==> config.mk <==
export PLATFORM = sky130hd
export DESIGN_NAME = irq_accept_gate
export DESIGN_NICKNAME = d
export VERILOG_FILES = /design/src/rtl/irq_gate_pkg.sv /design/src/rtl/ig_nmi_ctl.sv /design/src/rtl/ig_src_bank.sv /design/src/rtl/ig_prio_pick.sv /design/src/rtl/irq_accept_gate.sv
export SDC_FILE = /design/constraint.sdc
export NUM_CORES = 1
export LEC_CHECK = 0
export ABC_CLOCK_PERIOD_IN_PS = 1200
export BUFFER_PORTS_ARGS = -buffer_cell sky130_fd_sc_hd__buf_2
export CAP_MARGIN = 20
export CORE_UTILIZATION = 44
export CTS_CLUSTER_SIZE = 24
export DETAILED_ROUTE_END_ITERATION = 8
export GPL_ROUTABILITY_DRIVEN = 0
export GPL_TIMING_DRIVEN = 1
export PLACE_DENSITY = 0.74
export SYNTH_ARGS = -nofsm -noshare
export SYNTH_HDL_FRONTEND = slang
export SYNTH_SLANG_ARGS = --single-unit
==> constraint.sdc <==
create_clock -name clk -period 1.2 [get_ports clk]
set_input_delay 0.18 -clock clk [delete_from_list [all_inputs] [get_ports clk]]
set_output_delay 0.18 -clock clk [all_outputs]
set_load 0.02 [all_outputs]
==> src/rtl/irq_gate_pkg.sv <==
package irq_gate_pkg;
  localparam int unsigned NMI_CODE = 0;

  function automatic int unsigned src_code(input int unsigned k);
    return k + 1;
  endfunction
endpackage

==> src/rtl/ig_nmi_ctl.sv <==
module ig_nmi_ctl (
  input  logic clk,
  input  logic rst,
  input  logic nmi_in,
  input  logic boot_mode,
  input  logic nmi_gnt,
  output logic nmi_pend,
  output logic armed
);
  logic nmi_prev;
  logic rise;

  assign rise = nmi_in & ~nmi_prev;

  always_ff @(posedge clk) begin
    if (rst) begin
      nmi_prev <= 1'b0;
      armed    <= 1'b0;
      nmi_pend <= 1'b0;
    end else begin
      nmi_prev <= nmi_in;
      armed    <= armed | ~boot_mode;
      nmi_pend <= (armed & rise) | (nmi_pend & ~nmi_gnt);
    end
  end


  armed_sticky_chk: assert property (@(posedge clk) disable iff (rst)
    armed |=> armed);


  nmi_gnt_needs_pend_chk: assert property (@(posedge clk) disable iff (rst)
    nmi_gnt |-> nmi_pend);
endmodule

==> src/rtl/ig_src_bank.sv <==
module ig_src_bank #(
  parameter int unsigned N_SRC = 8
) (
  input  logic             clk,
  input  logic             rst,
  input  logic [N_SRC-1:0] irq_req,
  input  logic [N_SRC-1:0] irq_clr,
  input  logic [N_SRC-1:0] gnt,
  input  logic             mask_we,
  input  logic [N_SRC-1:0] mask_wdata,
  output logic [N_SRC-1:0] pend_q,
  output logic [N_SRC-1:0] mask_q
);
  always_ff @(posedge clk) begin
    if (rst) begin
      mask_q <= '1;
    end else if (mask_we) begin
      mask_q <= mask_wdata;
    end
  end

  for (genvar k = 0; k < N_SRC; k++) begin : g_src
    always_ff @(posedge clk) begin
      if (rst) begin
        pend_q[k] <= 1'b0;
      end else begin
        pend_q[k] <= irq_req[k] | (pend_q[k] & ~irq_clr[k] & ~gnt[k]);
      end
    end


    req_wins_chk: assert property (@(posedge clk) disable iff (rst)
      irq_req[k] |=> pend_q[k]);


    grant_legal_chk: assert property (@(posedge clk) disable iff (rst)
      gnt[k] |-> (pend_q[k] && !mask_q[k]));
  end
endmodule

==> src/rtl/ig_prio_pick.sv <==
module ig_prio_pick #(
  parameter int unsigned N_SRC = 8,
  localparam int unsigned IDX_W = $clog2(N_SRC + 1)
) (
  input  logic             clk,
  input  logic             rst,
  input  logic             nmi_ok,
  input  logic [N_SRC-1:0] elig,
  output logic             nmi_gnt,
  output logic [N_SRC-1:0] gnt,
  output logic             any_gnt,
  output logic [IDX_W-1:0] gnt_idx
);
  import irq_gate_pkg::*;

  always_comb begin
    nmi_gnt = nmi_ok;
    gnt     = '0;
    gnt_idx = IDX_W'(NMI_CODE);
    if (!nmi_ok) begin
      for (int k = N_SRC - 1; k >= 0; k--) begin
        if (elig[k]) begin
          gnt     = '0;
          gnt[k]  = 1'b1;
          gnt_idx = IDX_W'(src_code(k));
        end
      end
    end
    any_gnt = nmi_gnt | (|gnt);
  end


  single_grant_chk: assert property (@(posedge clk) disable iff (rst)
    $onehot0({nmi_gnt, gnt}));
endmodule

==> src/rtl/irq_accept_gate.sv <==
module irq_accept_gate #(
  parameter int unsigned N_SRC = 8,
  localparam int unsigned IDX_W = $clog2(N_SRC + 1)
) (
  input  logic             clk,
  input  logic             rst,
  input  logic             nmi_in,
  input  logic             boot_mode,
  input  logic             hold,
  input  logic [N_SRC-1:0] irq_req,
  input  logic [N_SRC-1:0] irq_clr,
  input  logic             mask_we,
  input  logic [N_SRC-1:0] mask_wdata,
  input  logic             ei_strobe,
  input  logic             di_strobe,
  output logic             ack,
  output logic [IDX_W-1:0] ack_idx
);
  logic             nmi_pend;
  logic             nmi_armed;
  logic             nmi_gnt;
  logic [N_SRC-1:0] pend_q;
  logic [N_SRC-1:0] mask_q;
  logic [N_SRC-1:0] elig;
  logic [N_SRC-1:0] gnt;
  logic             any_gnt;
  logic [IDX_W-1:0] gnt_idx;
  logic             dis_q;
  logic             nmi_ok;

  ig_nmi_ctl u_nmi (
    .clk      (clk),
    .rst      (rst),
    .nmi_in   (nmi_in),
    .boot_mode(boot_mode),
    .nmi_gnt  (nmi_gnt),
    .nmi_pend (nmi_pend),
    .armed    (nmi_armed)
  );

  ig_src_bank #(.N_SRC(N_SRC)) u_bank (
    .clk       (clk),
    .rst       (rst),
    .irq_req   (irq_req),
    .irq_clr   (irq_clr),
    .gnt       (gnt),
    .mask_we   (mask_we),
    .mask_wdata(mask_wdata),
    .pend_q    (pend_q),
    .mask_q    (mask_q)
  );

  assign nmi_ok = nmi_pend & ~hold;
  assign elig   = pend_q & ~mask_q & {N_SRC{~dis_q & ~hold}};

  ig_prio_pick #(.N_SRC(N_SRC)) u_pick (
    .clk    (clk),
    .rst    (rst),
    .nmi_ok (nmi_ok),
    .elig   (elig),
    .nmi_gnt(nmi_gnt),
    .gnt    (gnt),
    .any_gnt(any_gnt),
    .gnt_idx(gnt_idx)
  );

  always_ff @(posedge clk) begin
    if (rst) begin
      dis_q   <= 1'b1;
      ack     <= 1'b0;
      ack_idx <= '0;
    end else begin
      ack     <= any_gnt;
      ack_idx <= gnt_idx;
      if (any_gnt || di_strobe) begin
        dis_q <= 1'b1;
      end else if (ei_strobe) begin
        dis_q <= 1'b0;
      end
    end
  end


  hold_blocks_chk: assert property (@(posedge clk) disable iff (rst)
    hold |=> !ack);


  ack_pulse_chk: assert property (@(posedge clk) disable iff (rst)
    ack |=> !ack);


  maskable_enabled_chk: assert property (@(posedge clk) disable iff (rst)
    (ack && ack_idx != '0) |-> !$past(dis_q));


  nmi_armed_chk: assert property (@(posedge clk) disable iff (rst)
    (ack && ack_idx == '0) |-> $past(nmi_armed));
endmodule

# After elaboration in Yosys (flattened, before gate mapping)
# Index checks and enable logic that the tools add are counted.
classes:
  muxes: 17
  n_bitwise: 56
  n_reduce_logical: 7
ops:
  columns: ["op", "n"]
  rows:
  - ["8-bit 2-to-1 mux", 9]
  - ["1-bit AND", 21]
  - ["1-bit inverter", 21]
  - ["8-bit AND", 2]
  - ["3-bit 2-to-1 mux", 4]
  - ["1-bit bitwise OR", 11]
  - ["9-bit OR reduction", 1]
  - ["8-bit inverter", 1]
  - ["8-bit OR reduction", 1]
  - ["5-bit OR reduction", 1]
  - ["2-bit 2-to-1 mux", 2]
  - ["4-bit 2-to-1 mux", 1]
  - ["2-bit OR reduction", 2]
  - ["3-bit OR reduction", 1]
  - ["1-bit logical OR", 1]
  - ["1-bit 2-to-1 mux", 1]
word_totals:
  register_bits: 25

# Depth between registers and ports, before layout
# Gate-level depths: netlist of the first run.
logic_depth:
  word_depth: 16
  depth_mapped: 6
  ltp_nobuf: 5

# Hierarchy
# A second synthesis of the first run with hierarchy kept.
hier_totals:
  hier_cells: 119
  hier_area_um2: 1171.1
modules_own_cells:
  columns: ["module", "instances", "cells_per_inst", "area_per_inst_um2"]
  rows:
  - ["ig_src_bank", 1, 59, 610.6]
  - ["irq_accept_gate", 1, 25, 289.0]
  - ["ig_prio_pick", 1, 26, 177.7]
  - ["ig_nmi_ctl", 1, 9, 93.8]

# Worst setup path before layout of the first run
# OpenSTA, ideal clock, no wires.
synth_path:
  kind: "register to register"
  startpoint: "register dis_q"
  endpoint: "register u_bank.pend_q[6]"
  t_arrival_ns: 1.221
  required_time_ns: 1.068
  setup_slack_ns: -0.153
  stages_incl_launch_ff: 6
  path_buffers: 0
  synth_period_minus_slack_ns: 1.353
  path_cell_list: "dfxtp_1 > or3_4 > nor2_8 > nand3_2 > o311ai_2 > a21oi_1"
synth_via:
  elab_chain_len: 14
synth_lines:
  columns: ["element", "line", "rtl"]
  rows:
  - ["start, declared", "irq_accept_gate.sv:28", "logic dis_q;"]
  - ["start signal, assigned", "irq_accept_gate.sv:69", "dis_q <= 1'b1;"]
  - ["start signal, assigned", "irq_accept_gate.sv:76", "dis_q <= 1'b1;"]
  - ["start signal, assigned", "irq_accept_gate.sv:78", "dis_q <= 1'b0;"]
  - ["1-bit inverter *", "irq_accept_gate.sv:54", "assign elig = pend_q & ~mask_q & {N_SRC{~dis_q & ~hold}};"]
  - ["1-bit AND *", "irq_accept_gate.sv:54", null]
  - ["8-bit AND *", "irq_accept_gate.sv:54", null]
  - ["8-bit 2-to-1 mux (6 in a row)", "ig_prio_pick.sv:22", "if (elig[k]) begin"]
  - ["8-bit 2-to-1 mux *", "ig_prio_pick.sv:22", null]
  - ["8-bit 2-to-1 mux *", "ig_prio_pick.sv:20", "if (!nmi_ok) begin"]
  - ["1-bit inverter *", "ig_src_bank.sv:27", "pend_q[k] <= irq_req[k] | (pend_q[k] & ~irq_clr[k] & ~gnt[k]);"]
  - ["1-bit AND *", "ig_src_bank.sv:27", null]
  - ["1-bit bitwise OR *", "ig_src_bank.sv:27", null]
  - ["end signal, assigned by index", "ig_src_bank.sv:27", null]
  - ["end, declared", "ig_src_bank.sv:11", "output logic [N_SRC-1:0] pend_q,"]
# Mark *: on every way between the ends. The rest lies on a longest branch, timed or not.
# A chain may end at the register's enable or synchronous reset.

# Worst setup path in the final report of the first run
layout_path:
  startpoint: "register u_nmi.nmi_pend"
  endpoint: "register u_bank.pend_q[6]"
layout_via:
  elab_chain_len: 5
layout_lines:
  columns: ["element", "line", "rtl"]
  rows:
  - ["start, declared", "ig_nmi_ctl.sv:7", "output logic nmi_pend,"]
  - ["start signal, assigned", "ig_nmi_ctl.sv:23", "nmi_pend <= (armed & rise) | (nmi_pend & ~nmi_gnt);"]
  - ["1-bit AND", "irq_accept_gate.sv:53", "assign nmi_ok = nmi_pend & ~hold;"]
  - ["8-bit 2-to-1 mux", "ig_prio_pick.sv:20", null]
  - ["1-bit inverter", "ig_src_bank.sv:27", null]
  - ["1-bit AND", "ig_src_bank.sv:27", null]
  - ["1-bit bitwise OR", "ig_src_bank.sv:27", null]
# No other way between the ends.

==> impl_metrics.json, run 1 <==
{
  "run_status": "finished, violations left",
  "violations": "setup timing",
  "routed_wl_um": 2670,
  "final_area_sq_mm": 0.00156,
  "worstSetupPathType": "reg -> reg",
  "finalCriticalPeriod_ns": 1.41,
  "syn-instance-count": 124,
  "fillCellCount": 207,
  "syn_nets": 156,
  "htreeDepth": 1,
  "hp-class": "in -> reg",
  "dieArea_sq_mm": 0.00277,
  "ys_ff_latch": 25,
  "clk_pin_slew_ns": 0.13,
  "reg2reg_slack_ns": -0.21,
  "setup_slack_ns": -0.209,
  "crit_cells": 5,
  "synth_area_per_cell_sq_um": 9.11,
  "p_total_mw": 1.56,
  "relSlewSlack_pct": 70.1,
  "dp_slack_ns": -0.241,
  "ant_nets": 0,
  "dp_hpwl_um": 1940,
  "slowest_delay_ns": 0.40,
  "fp.dieW_um": 52.7,
  "cts_tree": "yes",
  "synth_edf_count": 0,
  "fin_util_pct": 67.1,
  "synth.top_cell.area_share_pct": 44.3,
  "drive_above_1_share_pct": 46.0,
  "critPathRequiredTime_ns": 1.40,
  "ys.flop_type": "dfxtp_1",
  "cts.path.max_buffers": 2,
  "numCtsBuffers": 3,
  "grt-ovfl-total": 0,
  "cts_root_buffer": "clkbuf_4",
  "clk_latency_ns": 0.32,
  "hold_depth": 2,
  "peakVddDrop_uv": 744,
  "antenna_found_initial": 0,
  "grt_setup_unrepaired": "true",
  "drc": 0,
  "diodes": 0,
  "reg2regPathDepth": 5,
  "tightest_slew_ns": 0.449,
  "placementRows": 17,
  "ys_seq_area_share_pct": 44.3,
  "synthArstFlopShare_pct": 0,
  "grt_pass1_vias": 983,
  "setup_violations": 12,
  "fin_crit_sh_pct": 117,
  "dpl_cell_area_sq_mm": 0.00145,
  "power_density_mw_per_mm2": 999,
  "core_area_sq_mm": 0.00232,
  "yosys_warnings": 0,
  "cp_slowest_cell": "or3_4",
  "arrival_ns": 1.61,
  "vias_per_cell": 5.07,
  "syn-cell-area_sq_mm": 0.00113,
  "vias": 1034,
  "synthDistinctLibCells": 34,
  "grt_pass1_wl_um": 4040,
  "track_usage_pct": 20.3,
  "ios": 37,
  "hold_viol": 0,
  "area_delta_synth_final_pct": 37.8,
  "final_max_slew_viol_count": 0,
  "fmax_ghz": 0.710,
  "wl_per_cell_um": 13.1,
  "crit_path_start_kind": "flop",
  "cpLargestDelayFamily": "simple AND/OR/NAND/NOR gates",
  "cp_num_buf_inv": 0,
  "yosys-top-cells-area": "dfxtp_1, nor2b_1, a211o_1",
  "clock-skew-final_ns": 0.00611,
  "clock_sinks": 25,
  "cp-end-kind": "flop",
  "initial_core_util_pct": 48.7,
  "die_h_um": 52.7,
  "nets": 209,
  "crit_path_max_fanout": 4,
  "dr.pass1.iters": 3,
  "post-synth-top-area-cell": "dfxtp_1",
  "p_leak_nw": 0.688,
  "grt_max_degree": 26,
  "drt-initial-drc-count": 8,
  "path_cells": "or3_4, nor2_8, nand3_2, o311ai_2, a21oi_1",
  "cap_violations": 0,
  "portBuffers": 36
}
registers in the layout, summed over array words and instances, names as in the netlist:
name / cells
u_bank.mask_q: 8
u_bank.pend_q: 8
ack_idx: 4
ack: 1
dis_q: 1
u_nmi.armed: 1
u_nmi.nmi_pend: 1
u_nmi.nmi_prev: 1
synthesized netlist by cell type, types with 2 or more instances:
cell	instances
nand2_1	2
dfxtp_1	25
o311ai_2	2
inv_1	11
a21oi_1	11
nand2b_1	3
nor2_1	9
o21ai_0	3
a211o_1	8
o21ai_1	2
nor3_1	4
nor2b_1	16
nor3b_1	2
nand3b_1	2
clkbuf_1	4
a31oi_1	2
layout make-up:
cell class / count / area [sq um] / area share, %
clock buffers: 4 / 26.3 / 1.69
inverters: 11 / 41.3 / 2.65
well taps: 28 / 35.0 / 2.25
flip-flops and latches: 25 / 507 / 32.6
multi-input cells: 83 / 639 / 41.1
repair buffers: 53 / 308 / 19.8
metal layers:
layer / share of wire (%) / vias to the layer above / GRT usage, %
met3: 3.6 / 4 / 5.51
met1: 40 / 481 / 20.5
li1: - / 529 / -
met2: 56 / 20 / 38.8
met4: 1.0 / 0 / 7.02
met5: 0 / - / 0
power by group:
group	internal (mW)	leakage [nW]	switching (mW)	total [mW]
registers	0.878	0.207	0.0280	0.906
clock network	0.130	0.0150	0.236	0.366
logic	0.153	0.466	0.130	0.283
total	1.16	0.688	0.394	1.56
what timing repair did:
action / in CTS / in global routing
hold buffers: 0 / 0
endpoints found under the setup margin: 14 / 14
pin swaps: 1 / 4
setup buffers: 0 / 1
resized for setup: 5 / 13
cells in the final DEF (no fill, tap or decap), types with 2 or more instances in the layout:
cell type  synthesis  routed
clkbuf_4           0       3
buf_4              0      17
inv_1             11      11
buf_2              0      36
dfxtp_1           25      20
dfxtp_2            0       5
nor2_1             9       9
nand3b_1           2       2
a21oi_1           11       8
o311ai_2           2       2
and2b_4            1       2
nand2_1            2       2
nand2b_1           3       3
a211o_1            8       8
nor3_1             4       4
a31oi_1            2       2
nor2b_1           16      14
a21oi_2            0       2
nor2b_4            0       2
o21ai_1            2       3
through the flow:
stage               TNS, ns  cells  hold WS (ns)
floorplan            -0.305    124         0.276
detailed placement    -1.62    199         0.372
global placement      -1.31    199         0.364
CTS                   -1.41    203        0.0199
finish                -1.54    204        0.0215
global route          -2.45    204        0.0214
path summary, 6_finish.rpt:
kind                       to      startpoint
max          u_bank.pend_q[6]  u_nmi.nmi_pend
min               u_nmi.armed       boot_mode
max reg2reg  u_bank.pend_q[6]  u_nmi.nmi_pend
min reg2reg       u_nmi.armed     u_nmi.armed
cell families (layout without fill, tap and decap cells):
kind of cell | count (synthesis) | count (layout) | synth area share [%]
buffers and inverters | 16 | 68 | 5.98
AOI/OAI and AO/OA | 31 | 31 | 19.4
and+or+nand+nor | 52 | 52 | 30.3
DFF | 25 | 25 | 44.3
No activity file was read; power rests on OpenSTA's default activity.
==> run 2: changes to the inputs <==
--- a/config.mk
+++ b/config.mk
@@ -13,7 +13,7 @@
 export DETAILED_ROUTE_END_ITERATION = 8
 export GPL_ROUTABILITY_DRIVEN = 0
 export GPL_TIMING_DRIVEN = 1
-export PLACE_DENSITY = 0.74
+export PLACE_DENSITY = 0.79
 export SYNTH_ARGS = -nofsm -noshare
 export SYNTH_HDL_FRONTEND = slang
 export SYNTH_SLANG_ARGS = --single-unit
==> run 2 against run 1 <==
The run still ends with setup timing left. Combinational power grew 5%. Count of clock-buffer cells in the layout decreased by 1. Clock skew grew 0.0078 ns. Die area unchanged. Cell area grew 3.2%. Via count is 3.2% higher. Clock power up 6.8%. Total power is 2.9% higher. Core utilization increased by 2.2 points.
==> impl_metrics.json, run 2 (synthesis gave the netlist of run 1 again) <==
{
  "crit_path_max_fanout": 4,
  "fillCellCount": 190,
  "grt_pass1_vias": 1040,
  "vias_per_cell": 5.23,
  "clock-skew-final_ns": 0.0139,
  "crit_path_start_kind": "flop",
  "final_common_cell": "buf_2",
  "hold_ws_ns": 0.0504,
  "finalCriticalPeriod_ns": 1.44,
  "initial_core_util_pct": 48.7,
  "htreeDepth": 1,
  "dr.pass1.iters": 4,
  "final_area_sq_mm": 0.00161,
  "clk_pin_slew_ns": 0.15,
  "nets": 209,
  "antenna_found_initial": 0,
  "drt-initial-drc-count": 13,
  "dp_slack_ns": -0.306,
  "worstSetupPathType": "reg -> reg",
  "fmax_ghz": 0.696,
  "grt_max_degree": 26,
  "drive_above_1_share_pct": 48.9,
  "placementRows": 17,
  "setup_violations": 12,
  "fp.dieW_um": 52.7,
  "dp_hpwl_um": 1880,
  "hold_viol": 0,
  "final_max_slew_viol_count": 0,
  "portBuffers": 36,
  "drc": 0,
  "vias": 1067,
  "relSlewSlack_pct": 69.3,
  "power_density_mw_per_mm2": 996,
  "reg2regPathDepth": 5,
  "numCtsBuffers": 3,
  "dieArea_sq_mm": 0.00277,
  "fin_crit_sh_pct": 120,
  "grt-ovfl-total": 0,
  "final_cell_mix": "buf_2, dfxtp_1, buf_4, nor2b_1, inv_1",
  "ant_nets": 0,
  "wl_per_cell_um": 13.7,
  "arrival_ns": 1.66,
  "tightest_slew_ns": 0.460,
  "multi_input_area_sq_um": 674,
  "cts_tree": "yes",
  "p_total_mw": 1.60,
  "area_delta_synth_final_pct": 42.2,
  "hold_depth": 2,
  "track_usage_pct": 20.6,
  "setup_slack_ns": -0.236,
  "run_status": "finished, violations left",
  "diodes": 0,
  "cap_violations": 0,
  "cts_root_buffer": "clkbuf_4",
  "ios": 37,
  "grt_setup_unrepaired": "true",
  "cts.path.max_buffers": 2,
  "hp-class": "in -> reg",
  "die_h_um": 52.7,
  "clk_latency_ns": 0.32,
  "peakVddDrop_uv": 870,
  "grt_pass1_wl_um": 4170,
  "cp-end-kind": "flop",
  "p_leak_nw": 0.710,
  "clock_sinks": 25,
  "core_area_sq_mm": 0.00232,
  "violations": "setup timing",
  "critPathRequiredTime_ns": 1.42,
  "routed_wl_um": 2790,
  "dpl_cell_area_sq_mm": 0.00144,
  "setup-tns-final_ns": -1.34,
  "reg_top3": "u_bank.mask_q: 8 flops, u_bank.pend_q: 8 flops, ack_idx: 4 flops",
  "area.sequential_sq_um": 512
}
-- run 2: repair_timing --
action / in CTS / in global routing
setup endpoints to repair: 14 / 14
setup buffers: 1 / 1
pin swaps: 7 / 6
endpoints found under the hold margin: 0 / 1
resized for setup: 13 / 17
hold buffers: 0 / 1
-- run 2: per-stage QoR --
step,utilization [%],instances
after floorplan,-,124
after global placement,62.3,198
after detailed placement,62.3,198
after CTS,65.3,202
after global routing,69.3,204
final,69.3,204
-- run 2: power breakdown --
group	internal (mW)	switching (mW)
registers	0.878	0.0325
logic	0.163	0.135
clock network	0.127	0.263
total	1.17	0.431
-- run 2: final timing paths --
path                   from               end  slack, ns
min reg2reg     u_nmi.armed       u_nmi.armed       0.48
max reg2reg  u_nmi.nmi_pend  u_bank.pend_q[6]      -0.24
max          u_nmi.nmi_pend  u_bank.pend_q[6]      -0.24
min           mask_wdata[7]  u_bank.mask_q[7]       0.05
-- run 2: cell type report --
class	count	share of cell area (%)
repair buffers	53	19.5
multi-input cells	83	42.0
clock buffers	3	1.40
flip-flops and latches	25	31.9
well taps	28	2.18
clock inverters	1	0.467
inverters	11	2.57
-- run 2: metal layers --
metal | up-vias | track usage [%] | share of wire (%)
met5 | - | 0 | 0
met4 | 0 | 7.46 | 0.79
met3 | 4 | 3.48 | 3.0
met2 | 24 | 41.4 | 56
met1 | 507 | 20.6 | 41
li1 | 532 | - | -
-- run 2: critical path, cell delays in order, from the launching register on --
cell and delay, ns:
dfxtp_2 0.35, or3_4 0.40, nor2_8 0.15, nand3_4 0.10, o311ai_4 0.24, a21oi_2 0.08
